File: config.mk
export PLATFORM = sky130hd
export DESIGN_NAME = cascade_sel
export DESIGN_NICKNAME = d
export VERILOG_FILES = /design/src/rtl/cascade_pkg.sv /design/src/rtl/ack_sequencer.sv /design/src/rtl/cascade_driver.sv /design/src/rtl/data_drive_ctl.sv /design/src/rtl/cascade_sel.sv
export SDC_FILE = /design/constraint.sdc
export NUM_CORES = 1
export LEC_CHECK = 0
export ABC_AREA = 0
export BUFFER_PORTS_ARGS = -buffer_cell sky130_fd_sc_hd__buf_4
export CAP_MARGIN = 30
export CORE_MARGIN = 5
export CORE_UTILIZATION = 40
export CTS_BUF_LIST = sky130_fd_sc_hd__clkbuf_4 sky130_fd_sc_hd__clkbuf_8 sky130_fd_sc_hd__clkbuf_16
export DETAILED_ROUTE_END_ITERATION = 8
export PLACE_DENSITY_LB_ADDON = 0.05
export RECOVER_POWER = 50
export REMOVE_ABC_BUFFERS = 1
export SYNTH_ARGS = -nofsm -noshare
export SYNTH_HDL_FRONTEND = slang
export SYNTH_HIERARCHICAL = 1
export SYNTH_SLANG_ARGS = --single-unit
File: constraint.sdc
create_clock -name clk -period 1.4 [get_ports clk]
set_input_delay 0.07 -clock clk [delete_from_list [all_inputs] [get_ports clk]]
set_output_delay 0.07 -clock clk [all_outputs]
set_load 0.05 [all_outputs]
File: src/rtl/cascade_pkg.sv
package cascade_pkg;
  localparam int ID_W = 3;
  localparam int NLEV = 1 << ID_W;
  localparam int PH_W = 2;
  typedef enum logic [PH_W-1:0] {
    PH_LEAD = 2'd0,
    PH_VEC1 = 2'd1,
    PH_VEC2 = 2'd2
  } ack_phase_t;
endpackage

File: src/rtl/ack_sequencer.sv
module ack_sequencer
  import cascade_pkg::*;
(
  input  logic       clk,
  input  logic       rst_n,
  input  logic       call_mode,
  input  logic       ack,
  output logic       seq_busy,
  output ack_phase_t seq_phase,
  output logic       pulse_on,
  output logic       lead_rise,
  output logic       lead_fall,
  output logic       seq_done
);
  logic       ack_q;
  logic       rise, fall;
  ack_phase_t last_ph;

  assign rise      = ack & ~ack_q;
  assign fall      = ~ack & ack_q;
  assign last_ph   = call_mode ? PH_VEC2 : PH_VEC1;
  assign lead_rise = rise & ~seq_busy;
  assign lead_fall = fall & seq_busy & (seq_phase == PH_LEAD);
  assign seq_done  = fall & seq_busy & (seq_phase == last_ph);
  assign pulse_on  = ack & ack_q & seq_busy;

  always_ff @(posedge clk) begin
    if (!rst_n) begin
      ack_q     <= 1'b0;
      seq_busy  <= 1'b0;
      seq_phase <= PH_LEAD;
    end else begin
      ack_q <= ack;
      if (lead_rise) begin
        seq_busy  <= 1'b1;
        seq_phase <= PH_LEAD;
      end else if (seq_done) begin
        seq_busy  <= 1'b0;
        seq_phase <= PH_LEAD;
      end else if (fall && seq_busy) begin
        seq_phase <= ack_phase_t'(seq_phase + 2'd1);
      end
    end
  end
endmodule

File: src/rtl/cascade_driver.sv
module cascade_driver
  import cascade_pkg::*;
(
  input  logic            clk,
  input  logic            rst_n,
  input  logic            is_master,
  input  logic [NLEV-1:0] slave_mask,
  input  logic [ID_W-1:0] win_level,
  input  logic [ID_W-1:0] own_id,
  input  logic [ID_W-1:0] cas_in,
  input  logic            seq_busy,
  input  logic            lead_rise,
  input  logic            lead_fall,
  input  logic            seq_done,
  output logic [ID_W-1:0] cas_out,
  output logic            cas_oe,
  output logic            slave_hit,
  output logic            id_match
);
  logic [ID_W-1:0] lvl_q;

  always_ff @(posedge clk) begin
    if (!rst_n) begin
      lvl_q    <= '0;
      id_match <= 1'b0;
    end else begin
      if (lead_rise) lvl_q <= win_level;
      if (lead_fall)     id_match <= ~is_master & (cas_in == own_id);
      else if (seq_done) id_match <= 1'b0;
    end
  end

  assign slave_hit = slave_mask[lvl_q];
  assign cas_oe    = is_master & seq_busy & slave_hit;
  assign cas_out   = cas_oe ? lvl_q : '0;
endmodule

File: src/rtl/data_drive_ctl.sv
module data_drive_ctl
  import cascade_pkg::*;
(
  input  logic       is_master,
  input  logic       call_mode,
  input  ack_phase_t seq_phase,
  input  logic       pulse_on,
  input  logic       slave_hit,
  input  logic       id_match,
  output logic       data_oe
);
  logic drive;

  always_comb begin
    if (seq_phase == PH_LEAD)
      drive = is_master & call_mode;
    else if (is_master)
      drive = ~slave_hit;
    else
      drive = id_match;
  end

  assign data_oe = pulse_on & drive;
endmodule

File: src/rtl/cascade_sel.sv
module cascade_sel
  import cascade_pkg::*;
(
  input  logic            clk,
  input  logic            rst_n,
  input  logic            is_master,
  input  logic            call_mode,
  input  logic [NLEV-1:0] slave_mask,
  input  logic [ID_W-1:0] own_id,
  input  logic [ID_W-1:0] win_level,
  input  logic            ack,
  input  logic [ID_W-1:0] cas_in,
  output logic [ID_W-1:0] cas_out,
  output logic            cas_oe,
  output logic            data_oe
);
  logic       seq_busy, pulse_on, lead_rise, lead_fall, seq_done;
  logic       slave_hit, id_match;
  ack_phase_t seq_phase;

  ack_sequencer u_seq (
    .clk(clk), .rst_n(rst_n), .call_mode(call_mode), .ack(ack),
    .seq_busy(seq_busy), .seq_phase(seq_phase), .pulse_on(pulse_on),
    .lead_rise(lead_rise), .lead_fall(lead_fall), .seq_done(seq_done)
  );

  cascade_driver u_cas (
    .clk(clk), .rst_n(rst_n), .is_master(is_master), .slave_mask(slave_mask),
    .win_level(win_level), .own_id(own_id), .cas_in(cas_in),
    .seq_busy(seq_busy), .lead_rise(lead_rise), .lead_fall(lead_fall),
    .seq_done(seq_done), .cas_out(cas_out), .cas_oe(cas_oe),
    .slave_hit(slave_hit), .id_match(id_match)
  );

  data_drive_ctl u_drv (
    .is_master(is_master), .call_mode(call_mode), .seq_phase(seq_phase),
    .pulse_on(pulse_on), .slave_hit(slave_hit), .id_match(id_match),
    .data_oe(data_oe)
  );
endmodule

# Word level (Yosys, flattened, before mapping)
# Index checks and enable logic that the tools add are counted.
# totals
register_bits	8
input_bits	22
wordCells	42
# op_classes
n_addsub	1
n_lt_le_gt_ge	1
n_eq_ne	2
n_mux	9
bitwise_logic	19
n_reduce_logical	5
# ops
operator	n
1-bit bitwise AND	13
1-bit two-way mux	6
1-bit NOT	6
3-bit by 4-bit < comparator with 1-bit output (second input constant)	1
2-bit nonzero test	2
1-bit binary-select mux with 3-bit select	1
3-bit equality test	1
3-bit two-way mux	1
3-bit OR reduction	1
2-bit by 1-bit adder with 2-bit output (second input constant)	1
2-bit equality test	1
2-bit logical NOT	1
2-bit two-way mux	1
1-bit logical AND	1

# Logic depth before layout (Yosys ltp)
# depth
word_depth	6
mapped_depth	7
ltp_nobuf	6

# Modules after synthesis
# Netlist, hierarchy kept.
# modules_own_cells
module	instances	cells_each	area_per_inst_um2	seq_area_each_um2
cascade_driver	1	35	311.5	80.1
ack_sequencer	1	27	240.2	80.1
data_drive_ctl	1	5	31.3	0.0

# Least setup slack after synthesis
# Ideal clock, no wire load.
# synth_path
path_kind	reg2out
start	reg u_cas.lvl_q[0]
end	out cas_out[0]
arrival_time_ns	2.430
required_time_ns	1.330
slack_ns	-1.100
path_stages_with_launch	5
path_buffers	1
path_cell_list	dfxtp_1 buf_6 mux2i_1 a22o_1 nor4b_1
# synth_via
elab_chain_cells	4
# synth_rtl
element	line	source
start: declaration	cascade_driver.sv:20	logic [ID_W-1:0] lvl_q;
start signal: assignment	cascade_driver.sv:27	if (lead_rise) lvl_q <= win_level;
1-bit binary-select mux with 3-bit select	cascade_driver.sv:33	assign slave_hit = slave_mask[lvl_q];
1-bit two-way mux (implied by the code)	cascade_driver.sv:33	
1-bit bitwise AND	cascade_driver.sv:34	assign cas_oe = is_master & seq_busy & slave_hit;
3-bit two-way mux *	cascade_driver.sv:35	assign cas_out = cas_oe ? lvl_q : '0;
end: declaration	cascade_sel.sv:13	output logic [ID_W-1:0] cas_out,
# Mark *: on every way between the ends. The rest lies on a longest branch, timed or not. The select of a mux whose other input is x is not followed.

# Final worst setup path
# layout_path
start	reg u_cas.lvl_q[0]
end	out data_oe
# layout_via
elab_chain_cells	6
# layout_rtl
element	line	source
1-bit binary-select mux with 3-bit select	cascade_driver.sv:33	
1-bit two-way mux (implied by the code)	cascade_driver.sv:33	
named net slave_hit	cascade_sel.sv:18	logic slave_hit, id_match;
1-bit NOT	data_drive_ctl.sv:18	drive = ~slave_hit;
1-bit two-way mux	data_drive_ctl.sv:17	else if (is_master)
1-bit two-way mux	data_drive_ctl.sv:15	if (seq_phase == PH_LEAD)
1-bit bitwise AND	data_drive_ctl.sv:23	assign data_oe = pulse_on & drive;
end: declaration	cascade_sel.sv:15	output logic data_oe
# The timed path passes the listed nets, and every way through them passes these cells. The select of a mux whose other input is x is not followed.

==> flow_metrics.env <==
export IMPL_yosys_register_bits=8
export IMPL_most_common_layout_cells="33 x buf_4, 7 x mux2i_1, 7 x nor2b_1"
export IMPL_fin_crit_sh_pct=127
export IMPL_ys_types=28
export IMPL_cp_required_ns=1.33
export IMPL_die_w_um=48.2
export IMPL_cts_root_buffer="clkbuf_4"
export IMPL_num_vias=643
export IMPL_worst_pin_slew_ns=0.324
export IMPL_cts_max_path_buffers=2
export IMPL_drv_cap=0
export IMPL_final_antenna_net_count=0
export IMPL_crit_arrival_ns=1.71
export IMPL_hp_start="win_level[1]"
export IMPL_fin_nets=134
export IMPL_multi_input_area_um2=465
export IMPL_worstSetupPathType="reg2out"
export IMPL_place_port_buffers=26
export IMPL_violations="setup timing"
export IMPL_reg2reg_to="u_seq/seq_phase[0]"
export IMPL_worst_setup_path_start_kind="flop"
export IMPL_setup_violations=8
export IMPL_die_area_um2=2320
export IMPL_synth_area_per_cell_um2=8.70
export IMPL_fmax_mhz=560
export IMPL_grt_use_total_pct=15.0
export IMPL_yosys_area_top_type="dfxtp_1"
export IMPL_status="finished, violations left"
export IMPL_clkLatencyLatePin_ns=0.25
export IMPL_ir_drop_mv=0.533
export IMPL_hold_viol=0
export IMPL_fillerInstances=111
export IMPL_synth_top_area_share_pct=27.5
export IMPL_numCtsBuffers=3
export IMPL_finalWorstSetupSlack_ns=-0.385
export IMPL_synthTopCellsByArea="dfxtp_1 27%, mux2i_1 14%, nor2b_1 7.5%, nor4b_1 6.0%, xnor2_1 4.5%"
export IMPL_routed_via_density=5.19
export IMPL_slew_headroom_pct=78.3
export IMPL_wire_per_inst_um=13.1
export IMPL_reg2regPathDepth=5
export IMPL_min_to="u_cas/lvl_q[1]"
export IMPL_dp_cells=119
export IMPL_synth_edf_count=0
export IMPL_first_iter_violations=8
export IMPL_ys_warn_count=6
export IMPL_internal_power_uw=448
export IMPL_clkPwrFrac_pct=28.2
export IMPL_reg2reg_from="u_seq/seq_phase[1]"
export IMPL_p_sw_uw=168
export IMPL_fin_cells=124
export IMPL_drc=0
export IMPL_layout_commonest_cell="buf_4"
export IMPL_ys_seq_area_share_pct=27.5
export IMPL_top_level_ports=27
export IMPL_diodes=0
export IMPL_final_area_um2=1000
export IMPL_cts_sinks=8
export IMPL_sequentialPowerShare_pct=40.6
export IMPL_hold_class="in2reg"
export IMPL_overflow=0
export IMPL_place_hpwl_um=1210
export IMPL_drtPass1Iterations=4
export IMPL_drive_above_1_share_pct=54.1
export IMPL_p_leak_nw=0.409
export IMPL_synthToLayoutAreaGrowth_pct=72.3
export IMPL_maxSlewViolCount=0
export IMPL_p_per_area_nw_per_um2=614
export IMPL_fin_worst_skew_ns=0.000653
export IMPL_cts_htree_levels=1
export IMPL_cts_tree="done"
export IMPL_placed_cell_area_um2=876
export IMPL_die_y_um=48.2
export IMPL_fin_crit_ns=1.78
export IMPL_grt_pass1_wl_um=2430
export IMPL_antenna_found_initial=0
export IMPL_design_core_area_um2=1330
export IMPL_syn_area_um2=583
export IMPL_endpoint_kind="output pin"
export IMPL_cp_max_fo=5
export IMPL_syn_inst=67
export IMPL_rows=13
export IMPL_whs_path_depth=3
export IMPL_r2r_setup_slack_ns=-0.03
export IMPL_grt_pass1_vias=573
export IMPL_regArea_um2=168
export IMPL_routabilityCongestion=0.789
export IMPL_p_comb_share_pct=31.2
export IMPL_synth_top_flop_cell="dfxtp_1"
export IMPL_rsz0062_at_grt="yes"
export IMPL_synthArstFlopShare_pct=0
export IMPL_grt_max_degree=9
export IMPL_swShare_pct=27.3
export IMPL_start_util_pct=43.7
export IMPL_drt_total_wl_um=1620
export IMPL_path_clk_slew_ns=0.05
-- through the flow --
step | hold slack [ns] | setup WS (ns) | TNS, ns | utilization (%) | total power, mW
floorplan | 0.192 | -1.11 | -3.58 | - | 0.330
global route | 0.0823 | -0.479 | -2.08 | 75.3 | 0.654
finish | 0.0775 | -0.385 | -1.54 | 75.3 | 0.617
global placement | 0.331 | -0.201 | -0.536 | 65.7 | 0.422
detailed placement | 0.334 | -0.252 | -0.662 | 65.7 | 0.424
CTS | 0.0795 | -0.405 | -1.47 | 69.5 | 0.609
-- power groups by stage --
stage                     combinational [mW]  sequential, mW  clock [mW]
after global placement                 0.168           0.254           0
after global routing                   0.209           0.252       0.193
final                                  0.192           0.250       0.174
after detailed placement               0.170           0.254           0
after floorplan                       0.0752           0.255           0
after CTS                              0.179           0.250       0.179
-- worst max path at each step --
stage | from | end | slack, ns | depth (start not counted)
floorplan | u_cas/lvl_q[0] | cas_out[0] | -1.11 | 3
global placement | u_cas/lvl_q[0] | data_oe | -0.20 | 7
detailed placement | u_cas/lvl_q[0] | data_oe | -0.25 | 7
CTS | u_cas/lvl_q[0] | data_oe | -0.40 | 7
global route | u_cas/lvl_q[2] | data_oe | -0.48 | 7
finish | u_cas/lvl_q[0] | data_oe | -0.38 | 7
-- kinds of logic after synthesis --
kind of cell / Yosys count / share of synthesized area (%)
muxes: 8 / 13.7
adders and majority gates: 1 / 2.15
AOI/OAI and AO/OA: 12 / 15.2
buffers and inverters: 4 / 3.86
DFF: 8 / 27.5
xor gates and xnor gates: 3 / 4.51
and+or+nand+nor: 31 / 33.0
-- worst max-delay path, stage by stage (launching register included) --
cell and delay (ns):
dfxtp_4 0.36, mux2i_1 0.12, a22o_1 0.23, a311oi_2 0.19, o21ai_1 0.10, o311a_1 0.13, o21a_1 0.18, buf_6 0.15
-- flip-flops by register name, indices dropped and copies added, names as in the netlist --
register         cells
u_cas/id_match       1
u_cas/lvl_q          3
u_seq/ack_q          1
u_seq/seq_busy       1
u_seq/seq_phase      2
-- synth_stat cells, types with 2 or more instances --
cell / instances
and3_1: 2
nor2b_1: 7
nor3b_1: 2
inv_1: 3
xnor2_1: 3
mux2i_1: 8
a21oi_1: 2
nor2_1: 4
o21ai_0: 3
nor4b_1: 4
nor3_1: 2
dfxtp_1: 8
nand2_1: 4
-- layer usage --
layer	part of all wire [%]	up-vias	global-route usage, %
met5	0	-	0
met3	5.8	0	3.32
li1	-	331	-
met2	54	14	26.8
met4	0	0	6.45
met1	40	298	16.9
-- what timing repair did --
action / 4_1_cts / 5_1_grt
resized for setup: 10 / 16
pin swaps: 2 / 8
buffers inserted: 0 / 2
setup endpoints to repair: 6 / 9
hold buffers: 0 / 0
-- cell type report --
class	count	area share, %
clock buffers	3	2.24
inverters	3	1.12
multi-input cells	55	46.3
flip-flops and latches	8	16.7
well taps	15	1.87
repair buffers	40	31.8
No activity file was read; power rests on OpenSTA's default activity.
